### src/rtl/rpe_pkg.sv
package rpe_pkg;

    typedef enum logic [1:0] {
        SLOT_QUIET   = 2'd0,
        SLOT_PENDING = 2'd1,
        SLOT_POSTED  = 2'd2
    } slot_state_e;

    localparam int STS_CONN_BIT = 0;
    localparam int STS_CHG_BIT  = 1;
    localparam int PORT_WINDOW  = 'h400;
    localparam int PORT_STRIDE  = 'h10;

endpackage

### src/rtl/rpe_port.sv
module rpe_port
    import rpe_pkg::*;
(
    input  logic clk,
    input  logic rst_n,
    input  logic attach,
    input  logic detach,
    input  logic clr_chg,
    input  logic grant,
    output logic conn,
    output logic chg,
    output logic req
);

    slot_state_e state_q, state_d;
    logic        conn_q, chg_q;
    logic        go_conn, go_disc, chg_set;

    assign go_conn = attach && !detach && !conn_q;
    assign go_disc = detach && !attach && conn_q;
    assign chg_set = go_conn || go_disc;

    always_ff @(posedge clk) begin
        if (!rst_n) begin
            conn_q <= 1'b0;
            chg_q  <= 1'b0;
        end else begin
            if (go_conn)
                conn_q <= 1'b1;
            else if (go_disc)
                conn_q <= 1'b0;
            if (chg_set)
                chg_q <= 1'b1;
            else if (clr_chg)
                chg_q <= 1'b0;
        end
    end

    always_ff @(posedge clk) begin
        if (!rst_n)
            state_q <= SLOT_QUIET;
        else
            state_q <= state_d;
    end

    always_comb begin
        state_d = state_q;
        unique case (state_q)
            SLOT_QUIET:   if (chg_q) state_d = SLOT_PENDING;
            SLOT_PENDING: if (grant) state_d = chg_q ? SLOT_POSTED : SLOT_QUIET;
            SLOT_POSTED:  if (!chg_q) state_d = SLOT_QUIET;
            default:      state_d = SLOT_QUIET;
        endcase
    end

    always_comb begin
        conn = conn_q;
        chg  = chg_q;
        req  = (state_q == SLOT_PENDING);
    end

endmodule

### src/rtl/rpe_arbiter.sv
module rpe_arbiter #(
    parameter int N_PORTS = 4
) (
    input  logic               en,
    input  logic [N_PORTS-1:0] req,
    output logic [N_PORTS-1:0] grant
);

    logic taken;

    always_comb begin
        grant = '0;
        taken = 1'b0;
        for (int i = 0; i < N_PORTS; i++) begin
            if (en && req[i] && !taken) begin
                grant[i] = 1'b1;
                taken    = 1'b1;
            end
        end
    end

endmodule

### src/rtl/rpe_fifo.sv
module rpe_fifo #(
    parameter int WIDTH = 3,
    parameter int DEPTH = 2
) (
    input  logic             clk,
    input  logic             rst_n,
    input  logic             push,
    input  logic [WIDTH-1:0] push_data,
    input  logic             pop,
    output logic [WIDTH-1:0] head,
    output logic             empty,
    output logic             full
);

    localparam int PTR_W = (DEPTH > 1) ? $clog2(DEPTH) : 1;
    localparam int CNT_W = $clog2(DEPTH + 1);
    localparam logic [PTR_W-1:0] LAST = PTR_W'(DEPTH - 1);

    logic [WIDTH-1:0] mem [DEPTH];
    logic [PTR_W-1:0] wptr, rptr;
    logic [CNT_W-1:0] count;
    logic             do_push, do_pop;

    assign empty   = (count == '0);
    assign full    = (count == CNT_W'(DEPTH));
    assign do_push = push && !full;
    assign do_pop  = pop && !empty;
    assign head    = mem[rptr];

    always_ff @(posedge clk) begin
        if (do_push)
            mem[wptr] <= push_data;
    end

    always_ff @(posedge clk) begin
        if (!rst_n) begin
            wptr  <= '0;
            rptr  <= '0;
            count <= '0;
        end else begin
            if (do_push)
                wptr <= (wptr == LAST) ? '0 : wptr + 1'b1;
            if (do_pop)
                rptr <= (rptr == LAST) ? '0 : rptr + 1'b1;
            if (do_push && !do_pop)
                count <= count + 1'b1;
            else if (do_pop && !do_push)
                count <= count - 1'b1;
        end
    end

endmodule

### src/rtl/root_port_events.sv
module root_port_events
    import rpe_pkg::*;
#(
    parameter int                N_PORTS    = 4,
    parameter int                ADDR_W     = 16,
    parameter int                DATA_W     = 32,
    parameter int                FIFO_DEPTH = 2,
    parameter logic [ADDR_W-1:0] MMIO_BASE  = 16'h1000,
    parameter logic [ADDR_W-1:0] CAP_LEN    = 16'h0020,
    parameter int                PID_W      = $clog2(N_PORTS + 1)
) (
    input  logic               clk,
    input  logic               rst_n,
    input  logic [N_PORTS-1:0] dev_attach,
    input  logic [N_PORTS-1:0] dev_detach,
    input  logic               reg_wr_en,
    input  logic [ADDR_W-1:0]  reg_wr_addr,
    input  logic [DATA_W-1:0]  reg_wr_data,
    input  logic [ADDR_W-1:0]  reg_rd_addr,
    output logic [DATA_W-1:0]  reg_rd_data,
    output logic               evt_valid,
    input  logic               evt_ready,
    output logic [PID_W-1:0]   evt_port,
    output logic               irq
);

    localparam logic [ADDR_W-1:0] OP_BASE = MMIO_BASE + CAP_LEN;

    logic [N_PORTS-1:0] conn_vec, chg_vec, req_vec, grant_vec;
    logic [N_PORTS-1:0] rd_hit, clr_vec;
    logic               evt_push, fifo_full, fifo_empty;
    logic [PID_W-1:0]   push_id;
    logic               wr_data_unused;

    assign wr_data_unused = ^{reg_wr_data[DATA_W-1:STS_CHG_BIT+1], reg_wr_data[STS_CONN_BIT]};

    for (genvar g = 0; g < N_PORTS; g++) begin : g_port
        localparam logic [ADDR_W-1:0] PADDR =
            OP_BASE + ADDR_W'(PORT_WINDOW) + ADDR_W'(PORT_STRIDE * g);

        assign rd_hit[g]  = (reg_rd_addr == PADDR);
        assign clr_vec[g] = reg_wr_en && (reg_wr_addr == PADDR) && reg_wr_data[STS_CHG_BIT];

        rpe_port i_port (
            .clk     (clk),
            .rst_n   (rst_n),
            .attach  (dev_attach[g]),
            .detach  (dev_detach[g]),
            .clr_chg (clr_vec[g]),
            .grant   (grant_vec[g]),
            .conn    (conn_vec[g]),
            .chg     (chg_vec[g]),
            .req     (req_vec[g])
        );
    end

    always_comb begin
        reg_rd_data = '0;
        for (int i = 0; i < N_PORTS; i++) begin
            if (rd_hit[i]) begin
                reg_rd_data[STS_CONN_BIT] = conn_vec[i];
                reg_rd_data[STS_CHG_BIT]  = chg_vec[i];
            end
        end
    end

    rpe_arbiter #(.N_PORTS(N_PORTS)) i_arb (
        .en    (!fifo_full),
        .req   (req_vec),
        .grant (grant_vec)
    );

    always_comb begin
        push_id = '0;
        for (int i = 0; i < N_PORTS; i++) begin
            if (grant_vec[i])
                push_id = PID_W'(i + 1);
        end
    end

    assign evt_push = |grant_vec;

    rpe_fifo #(.WIDTH(PID_W), .DEPTH(FIFO_DEPTH)) i_fifo (
        .clk       (clk),
        .rst_n     (rst_n),
        .push      (evt_push),
        .push_data (push_id),
        .pop       (evt_ready),
        .head      (evt_port),
        .empty     (fifo_empty),
        .full      (fifo_full)
    );

    assign evt_valid = !fifo_empty;
    assign irq       = !fifo_empty;

endmodule

### config.mk
export PLATFORM = sky130hd
export DESIGN_NAME = root_port_events
export DESIGN_NICKNAME = d
export VERILOG_FILES = /design/src/rtl/rpe_pkg.sv /design/src/rtl/rpe_port.sv /design/src/rtl/rpe_arbiter.sv /design/src/rtl/rpe_fifo.sv /design/src/rtl/root_port_events.sv
export SDC_FILE = /design/constraint.sdc
export NUM_CORES = 1
export LEC_CHECK = 0
export ABC_CLOCK_PERIOD_IN_PS = 2100
export BUFFER_PORTS_ARGS = -buffer_cell sky130_fd_sc_hd__buf_2
export CAP_MARGIN = 40
export CORE_MARGIN = 3
export CORE_UTILIZATION = 32
export DETAILED_ROUTE_END_ITERATION = 8
export MAX_ROUTING_LAYER = met4
export PLACE_DENSITY_LB_ADDON = 0.1
export SKIP_LAST_GASP = 1
export SLEW_MARGIN = 20
export SYNTH_ARGS = -nofsm -noshare
export SYNTH_HDL_FRONTEND = slang
export SYNTH_SLANG_ARGS = --single-unit
### constraint.sdc
create_clock -name clk -period 2.1 [get_ports clk]
set_input_delay 0.105 -clock clk [delete_from_list [all_inputs] [get_ports clk]]
set_output_delay 0.105 -clock clk [all_outputs]
set_load 0.01 [all_outputs]
==> results of run 1 <==
## cell usage after synthesis (3+ instances only)
library cell / number
a21boi_0: 9
edfxtp_1: 6
nor4b_1: 6
and2_1: 3
a21oi_1: 4
o211ai_1: 3
nand2b_1: 10
inv_1: 7
buf_4: 31
mux2_2: 5
nand3_1: 3
nor2_1: 4
nor2b_1: 4
dfxtp_1: 21
o21ai_0: 7
nand2_1: 13
## routing by layer
metal	vias to the layer above	routed length [um]
li1	637	-
met1	535	1280
met2	40	1410
met3	2	194
met4	0	17
met5	-	0
## cells by family after synthesis
group                    after synthesis
buffers and inverters                 40
other                                  1
multiplexers                           6
flip-flops                            27
AND/OR/NAND/NOR                       63
XOR/XNOR                               3
adder cells (fa/ha/maj)                1
AO/OA/AOI/OAI                         30
## cell type report
cell class | count | area (um2)
well taps | 67 | 83.8
clock inverters | 1 | 5.00
flip-flops and latches | 27 | 601
inverters | 7 | 26.3
repair buffers | 51 | 255
clock buffers | 3 | 41.3
multi-input cells | 133 | 831
fillers | 521 | 2910
## stage by stage
| step | cell area, um2 | hold slack (ns) |
|---|---|---|
| 5_1_grt | 1840 | 0.114 |
| 2_1_floorplan | 1700 | 0.276 |
| 3_5_place_dp | 1800 | 0.418 |
| 6_report | 1840 | 0.127 |
| 4_1_cts | 1840 | 0.118 |
| 3_3_place_gp | 1800 | 0.422 |
## worst max-delay path by stage
| stage | start | end | slack, ns | cells past startpoint |
|---|---|---|---|---|
| global route | g_port[2].i_port.state_q[1] | i_fifo.count[1] | 0.10 | 5 |
| CTS | g_port[0].i_port.state_q[0] | i_fifo.count[1] | 0.21 | 5 |
| finish | g_port[0].i_port.state_q[0] | i_fifo.count[1] | 0.23 | 5 |
| global placement | g_port[0].i_port.state_q[0] | i_fifo.count[1] | 0.24 | 5 |
| detailed placement | g_port[0].i_port.state_q[0] | i_fifo.count[1] | 0.22 | 5 |
| floorplan | g_port[0].i_port.state_q[0] | i_fifo.count[1] | 0.33 | 5 |
## power by group through the flow
stage	Sequential, mW	Combinational [mW]	Clock, mW
6_report	0.693	0.489	0.293
5_1_grt	0.708	0.556	0.332
4_1_cts	0.694	0.498	0.313
3_5_place_dp	0.706	0.495	0
3_3_place_gp	0.708	0.493	0
2_1_floorplan	0.690	0.417	0
## registers in the layout, summed over array words and instances, names as in the netlist, named ones only
signal	flops
g_port.i_port.state_q	8
i_fifo.mem	6
g_port.i_port.chg	4
g_port.i_port.conn	4
i_fifo.count	2
i_fifo.rptr	1
i_fifo.wptr	1
## placed cells by master, fill, tap and decap left out, types with 2 or more instances in the layout
cell type,Yosys,routed
nor4b_1,6,6
nand4b_1,2,2
xnor2_1,2,2
nor2b_1,4,4
o41ai_1,2,2
nand2b_1,10,10
a21boi_0,9,9
nor2b_4,2,2
clkbuf_8,0,3
and2_1,3,3
nor3_1,2,2
buf_2,0,51
dfxtp_1,21,21
nand3_1,3,3
o211ai_1,3,3
conb_1,1,30
o21ai_0,7,7
a2bb2oi_1,2,2
mux2_2,5,5
nand2_1,13,13
and2b_2,2,2
edfxtp_1,6,6
nor3b_1,2,2
a21oi_1,4,4
inv_1,7,7
nor2_1,4,4
## worst register-to-register path, stage by stage (launching register included)
cell	delay [ns]
dfxtp_1	0.34
nor2b_4	0.14
o41a_1	0.47
ha_1	0.33
or3_1	0.36
a21boi_0	0.16
==> run_results.csv, run 1 <==
group,metric,value,unit
outcome,status,"finished clean",
clock_network,cts-root-buf,"clkbuf_8",
setup_path,crit_arrival,2.07,ns
grt,grt_util_met3,0.0343,
grt,grt_pass1_vias,1139,
floorplanning,core_area,4750,um2
yosys,yosys_warnings,0,
hold_path,min_path_cells,3,
yosys,synthTopCellsByArea,"dfxtp_1 26%, buf_4 15%, edfxtp_1 11%",
setup_path,path_buf_inv,0,
place,dp_hpwl,2.40,mm
power_and_ir_drop,combPwrFrac,0.332,
route,ant_nets,0,
floorplanning,die_h,76.5,um
setup_path,critical_path_required,2.30,ns
power_and_ir_drop,vdd_drop_max,0.000309,V
hold_path,hp-class,"in2reg",
clock_network,cts_tree,"done",
finish,utilization,0.388,
setup_path,rrSetupSlack,0.23,ns
timing,slew_violations,0,
timing,fin_skew,0.00287,ns
timing,setup_viol_count_final,0,
clock_network,path_clk_slew,0.09,ns
clock_network,cts-resized-gates,0,
finish,area_delta_synth_final,16.0,%
yosys,synth_seq_area_share,0.378,
finish,diodes,0,
floorplanning,ios,113,
timing,fin_tns_setup,0,ns
place,dp_cells,285,
power_and_ir_drop,p_leak,0.851,nW
floorplanning,floorplan.initialDensity,0.334,
floorplanning,die_area,5850,um2
grt,grt_overflow_total,0,
yosys,synth_top_cell_area_share,0.265,
power_and_ir_drop,powerDensity,800,nW/um2
yosys,synthMuxAreaShare,0.0417,
timing,period_needed,1.87,ns
setup_path,critPathKind,"reg2reg",
power_and_ir_drop,swShare,0.310,
power_and_ir_drop,p_int,1.02,mW
floorplanning,num_rows,25,
setup_path,worstPathCellList,"nor2b_4 -> o41a_1 -> ha_1 -> or3_1 -> a21boi_0",
yosys,synth-xor-area-share,0.0165,
grt,gr-usage-met2,0.170,
timing,final.setup.worst_slack,0.233,ns
timing,rsz0062_at_grt,"false",
route,drc_errors,0,
floorplanning,die_x,76.5,um
power_and_ir_drop,p_seq_frac,0.470,
yosys,ys_ff_latch,27,
power_and_ir_drop,p_total,1.47,mW
route,first_iter_violations,33,
yosys,synth_top_family_by_area,"simple AND/OR/NAND/NOR gates",
yosys,synth-async-reset-ratio,0,
finish,instances_no_fill,289,
clock_network,post_cts_buffers,0,
yosys,synth_cells,171,
setup_path,start_kind,"register",
grt,grt_pass1_wl,4.80,mm
yosys,ys_types,42,
setup_path,reg2reg_depth,5,
place,place_congestion,0.717,
yosys,synthFlopType,"dfxtp_1",
power_and_ir_drop,p_sw,0.457,mW
setup_path,r2r-end,"i_fifo.count[1]",
setup_path,cpPeakStageDelay,0.47,ns
timing,fmax,536,MHz
timing,period_share,0.889,
grt,grt_max_degree,22,
route,routedWlPerCell,10.0,um
yosys,synth-simple-area-share,0.254,
finish,drive_gt1_frac,0.306,
yosys,syn_area,1590,um2
route,routed_wl,2.90,mm
clock_network,numCtsBuffers,3,
setup_path,r2r_start,"g_port[0].i_port.state_q[0]",
timing,hold_viol,0,
clock_network,clock-sinks,27,
grt,antenna_found_initial,0,
finish,nNetsFinal,300,
job,max_cap_violations,0,
place,io_buffers,51,
clock_network,cts-htree-levels,1,
hold_path,hold_start,"dev_attach[3]",
clock_network,clk-insertion-delay-late,0.27,ns
route,vias_per_cell,4.20,
route,dr.pass1.iters,3,
grt,gr-usage-met1,0.123,
power_and_ir_drop,clkPwrFrac,0.198,
yosys,synth_edf_count,6,
grt,grt_usage,0.102,
place,post-place-ws,0.223,ns
setup_path,slowest_stage,"o41a_1",
setup_path,crit_path_end_kind,"register",
route,via_count,1214,
yosys,synth_top_area_cell,"dfxtp_1",
yosys,syn_area_per_cell,9.29,um2
yosys,synthAdderAreaFrac,0.00787,
clock_network,cts.path.max_buffers,2,
clock_network,cts_hold_buf,0,
setup_path,worstPathMaxFanout,4,
setup_path,path_delay_family,"compound AO/OA/AOI/OAI gates",
hold_path,min_to,"g_port[3].i_port.conn",
grt,top_usage_layer,"met2",
yosys,synth_compound_area_frac,0.131,
(Power assumes the default switching activity.)
==> inputs of run 2 (changes only) <==
Settings changed: CELL_PAD_IN_SITES_DETAIL_PLACEMENT set to 2, CELL_PAD_IN_SITES_GLOBAL_PLACEMENT set to 2, CORE_UTILIZATION 32 to 21.
==> run_results.csv, run 2 (same netlist as run 1, synthesis figures left out) <==
group,metric,value,unit
outcome,status,"finished clean",
floorplanning,core_area,7290,um2
timing,hold_viol,0,
timing,slew_violations,0,
clock_network,post_cts_buffers,0,
finish,utilization,0.258,
grt,grt_pass1_vias,1324,
setup_path,crit_arrival,2.14,ns
clock_network,numCtsBuffers,3,
grt,grt_max_degree,22,
floorplanning,ios,113,
setup_path,start_kind,"register",
clock_network,cts_tree,"done",
clock_network,cts-root-buf,"clkbuf_8",
clock_network,clock-sinks,27,
finish,final_common_cell,"buf_2",
finish,finalInstanceArea,1880,um2
clock_network,path_clk_slew,0.09,ns
setup_path,worstPathMaxFanout,4,
finish,area_delta_synth_final,18.4,%
clock_network,cts_hold_buf,0,
finish,reg.largest.list,"g_port.i_port.state_q (8), i_fifo.mem (6)",
grt,grt_usage,0.0927,
finish,regMostFlops,"g_port.i_port.state_q",
route,vias_per_cell,3.89,
route,routed_wl,3.79,mm
setup_path,crit_path_end_kind,"register",
route,ant_nets,0,
clock_network,cts-htree-levels,1,
place,post-place-ws,0.180,ns
place,place_area,1840,um2
job,max_cap_violations,0,
floorplanning,num_rows,31,
power_and_ir_drop,vdd_drop_max,0.000217,V
finish,instances_no_fill,321,
power_and_ir_drop,p_leak,0.849,nW
clock_network,cts.path.max_buffers,2,
hold_path,hp-class,"in2reg",
floorplanning,die_h,93.0,um
timing,setup_viol_count_final,0,
setup_path,critPathKind,"reg2reg",
place,dp_cells,317,
route,drc_errors,0,
floorplanning,die_x,93.0,um
route,routedWlPerCell,11.8,um
route,dr.pass1.iters,4,
timing,period_needed,1.94,ns
floorplanning,floorplan.initialDensity,0.218,
timing,fin_skew,0.00449,ns
route,via_count,1248,
setup_path,rrSetupSlack,0.16,ns
timing,final.setup.worst_slack,0.164,ns
finish,nNetsFinal,300,
grt,antenna_found_initial,0,
place,place_congestion,0.666,
floorplanning,die_area,8650,um2
finish,largest_register_ffs,8,
setup_path,critical_path_required,2.30,ns
clock_network,clk-insertion-delay-late,0.27,ns
timing,fmax,517,MHz
grt,grt_pass1_wl,6.30,mm
timing,period_share,0.922,
place,io_buffers,51,
finish,drive_gt1_frac,0.302,
timing,rsz0062_at_grt,"false",
power_and_ir_drop,powerDensity,797,nW/um2
grt,grt_overflow_total,0,
route,first_iter_violations,33,
finish,diodes,0,
finish,layout_common_cells,"51 x buf_2, 30 x conb_1, 21 x dfxtp_1",
timing,fin_tns_setup,0,ns
clock_network,cts-resized-gates,0,
place,dp_hpwl,3.26,mm
==> run 2: cell types whose count changed in the layout (fill, tap and decap cells not counted) <==
cell and change:
clkbuf_1 +1, clkinv_2 -1
==> run 2: stage by stage <==
step                total power, mW  hold slack, ns
CTS                            1.54           0.126
global route                   1.64           0.139
global placement               1.21           0.424
finish                         1.50           0.133
detailed placement             1.23           0.430
floorplan                      1.11           0.276
==> run 2: worst paths after layout <==
check                                   start                     endpoint  cells past startpoint
setup / recovery  g_port[0].i_port.state_q[0]              i_fifo.count[1]                      5
hold / removal                  dev_attach[0]        g_port[0].i_port.conn                      3
setup reg to reg  g_port[0].i_port.state_q[0]              i_fifo.count[1]                      5
hold reg to reg   g_port[3].i_port.state_q[1]  g_port[3].i_port.state_q[0]                      1
==> run 2: layout make-up <==
type / instances / area, um2
Multi-Input combinational cell: 133 / 831
Inverter: 7 / 26.3
Fill cell: 904 / 5410
Sequential cell: 27 / 601
Clock buffer: 4 / 45.0
Tap cell: 99 / 124
Timing Repair Buffer: 51 / 255
==> run 2: report_power, final <==
| group | internal, mW | leakage, nW | total [mW] | switching, mW |
|---|---|---|---|---|
| Combinational | 0.253 | 0.595 | 0.508 | 0.254 |
| Sequential | 0.633 | 0.230 | 0.695 | 0.0620 |
| Clock | 0.136 | 0.0228 | 0.298 | 0.162 |
==> run 2: worst max-delay path, stage by stage (launching register included) <==
cell      delay (ns)
dfxtp_1         0.34
nor2b_4         0.14
o41a_1          0.50
ha_1            0.35
or3_1           0.37
a21boi_0        0.16
==> run 2: routing by layer <==
| layer | up-vias | wire [um] | global-route usage |
|---|---|---|---|
| met3 | 0 | 158 | 0.0233 |
| met2 | 27 | 1990 | 0.166 |
| li1 | 634 | - | - |
| met1 | 587 | 1640 | 0.108 |
| met4 | 0 | 0 | 0.0110 |
| met5 | - | 0 | - |
==> inputs of run 3 (changes only) <==
Settings changed: CORE_UTILIZATION 21 to 22, SYNTH_HIERARCHICAL set to 1.
==> run_results.csv, run 3 <==
group,metric,value,unit
outcome,status,"finished clean",
setup_path,critical_path_required,2.31,ns
power_and_ir_drop,powerDensity,737,nW/um2
floorplanning,floorplan.initialDensity,0.231,
route,routed_wl,4.14,mm
place,io_buffers,51,
yosys,syn_area,1710,um2
setup_path,start_kind,"register",
timing,period_needed,2.07,ns
timing,fin_skew,0.00569,ns
setup_path,crit_arrival,2.28,ns
floorplanning,core_area,7410,um2
finish,reg.largest.list,"g_port.i_port/state_q (8), i_fifo/mem (6)",
finish,final_common_cell,"buf_2",
finish,largest_register_ffs,8,
clock_network,clk-insertion-delay-late,0.27,ns
finish,regMostFlops,"g_port.i_port/state_q",
power_and_ir_drop,p_leak,0.978,nW
place,post-place-ws,0.00266,ns
setup_path,crit_path_end_kind,"register",
clock_network,clock-sinks,27,
yosys,synth_cells,192,
finish,drive_gt1_frac,0.380,
yosys,ys_types,37,
floorplanning,die_area,8860,um2
hold_path,hp-class,"in2reg",
finish,layout_common_cells,"51 x buf_2, 30 x conb_1, 29 x nor2_1",
route,drc_errors,0,
grt,grt_pass1_vias,1492,
clock_network,path_clk_slew,0.09,ns
place,place_congestion,0.683,
yosys,synth_edf_count,6,
floorplanning,num_rows,31,
yosys,synthFlopType,"dfxtp_1",
clock_network,cts-htree-levels,1,
yosys,synth_most_common_cell,"buf_4",
timing,final.setup.worst_slack,0.0294,ns
route,ant_nets,0,
grt,grt_usage,0.0979,
yosys,synth_top_cell_area_share,0.246,
floorplanning,die_h,94.1,um
timing,worstMarginPinSlew,0.509,ns
timing,fmax,483,MHz
route,first_iter_violations,31,
yosys,synthTopCellsByArea,"dfxtp_1 25%, buf_4 14%, edfxtp_1 11%",
clock_network,cts-root-buf,"clkbuf_8",
floorplanning,die_x,94.1,um
yosys,yosys_warnings,6,
timing,rsz0062_at_grt,"true",
yosys,syn_area_per_cell,8.90,um2
power_and_ir_drop,p_total,1.59,mW
floorplanning,ios,113,
clock_network,cts_hold_buf,0,
route,vias_per_cell,4.06,
route,via_count,1448,
timing,slew_violations,0,
clock_network,numCtsBuffers,3,
route,dr.pass1.iters,4,
timing,setup_viol_count_final,0,
grt,antenna_found_initial,0,
finish,nNetsFinal,336,
power_and_ir_drop,vdd_drop_max,0.000267,V
place,dp_hpwl,3.61,mm
yosys,synth_top_area_cell,"dfxtp_1",
timing,fin_tns_setup,0,ns
setup_path,critPathKind,"reg2reg",
timing,max_slew_margin,0.657,
finish,diodes,0,
yosys,synthTopCellsByCount,"31 x buf_4, 30 x nor2_1, 21 x dfxtp_1",
timing,hold_viol,0,
grt,grt_overflow_total,0,
timing,period_share,0.986,
grt,grt_pass1_wl,6.79,mm
job,max_cap_violations,0,
grt,grt_max_degree,17,
yosys,synth-async-reset-ratio,0,
place,place_area,2070,um2
clock_network,cts_tree,"done",
route,routedWlPerCell,11.6,um
finish,finalInstanceArea,2160,um2
setup_path,worstPathMaxFanout,3,
yosys,synth_seq_area_share,0.352,
clock_network,cts.path.max_buffers,2,
finish,area_delta_synth_final,26.4,%
yosys,ys_ff_latch,27,
-- run 3: path summary, 6_finish.rpt --
check | from | to | cells past startpoint | slack [ns]
setup / recovery | g_port[0].i_port/state_q[1] | i_fifo/count[1] | 11 | 0.03
setup reg to reg | g_port[0].i_port/state_q[1] | i_fifo/count[1] | 11 | 0.03
hold / removal | dev_attach[1] | g_port[1].i_port/conn | 3 | 0.10
hold reg to reg | g_port[1].i_port/state_q[1] | g_port[1].i_port/state_q[0] | 1 | 0.42
-- run 3: worst max-delay path: stages, from the launching register on --
cell      delay (ns)
dfxtp_2         0.33
and2b_1         0.19
nand2b_4        0.16
nor4b_4         0.30
nor2_1          0.07
nand2_1         0.11
inv_2           0.07
nor2_4          0.12
ha_4            0.14
xor2_2          0.06
or3_1           0.34
a21oi_1         0.13
-- run 3: through the flow --
step	utilization	hold slack, ns	std cells
6_report	0.291	0.104	357
5_1_grt	0.291	0.105	357
4_1_cts	0.286	0.0937	356
3_5_place_dp	0.279	0.397	352
3_3_place_gp	0.279	0.392	352
2_1_floorplan	-	0.223	221
-- run 3: kinds of logic (layout without fill, tap and decap cells) --
| family | after synthesis | in the layout | share of synthesized area |
|---|---|---|---|
| AO/OA/AOI/OAI | 28 | 28 | 0.125 |
| XOR/XNOR | 3 | 3 | 0.0154 |
| adder cells (fa/ha/maj) | 1 | 1 | 0.00732 |
| buffers and inverters | 51 | 88 | 0.181 |
| flip-flops | 27 | 27 | 0.352 |
| multiplexers | 7 | 7 | 0.0432 |
| other | 1 | 30 | 0.00220 |
| AND/OR/NAND/NOR | 74 | 74 | 0.275 |
-- run 3: report_power, final --
group          internal (mW)  switching [mW]  leakage [nW]
clock                  0.135           0.165        0.0217
combinational          0.307           0.309         0.725
sequential             0.623          0.0512         0.231
-- run 3: final cells by class --
class,count,area (um2)
timing repair buffer,65,360
inverter,19,71.3
clock buffer,3,41.3
clock inverter,1,7.51
fill,894,5250
sequential,27,604
multi-input combinational,143,950
tap,99,124
-- run 3: repair_timing --
item | CTS | global route
setup buffers | 0 | 1
gates resized for setup | 2 | 7
setup endpoints to repair | 1 | 5
pin swaps | 1 | 7
-- run 3: per-layer routing --
metal  up-vias  track usage  routed length [um]
met4         0       0.0181                  17
met1       685        0.115                1840
li1        719            -                   -
met5         -            -                   0
met2        42        0.174                2090
met3         2       0.0192                 190
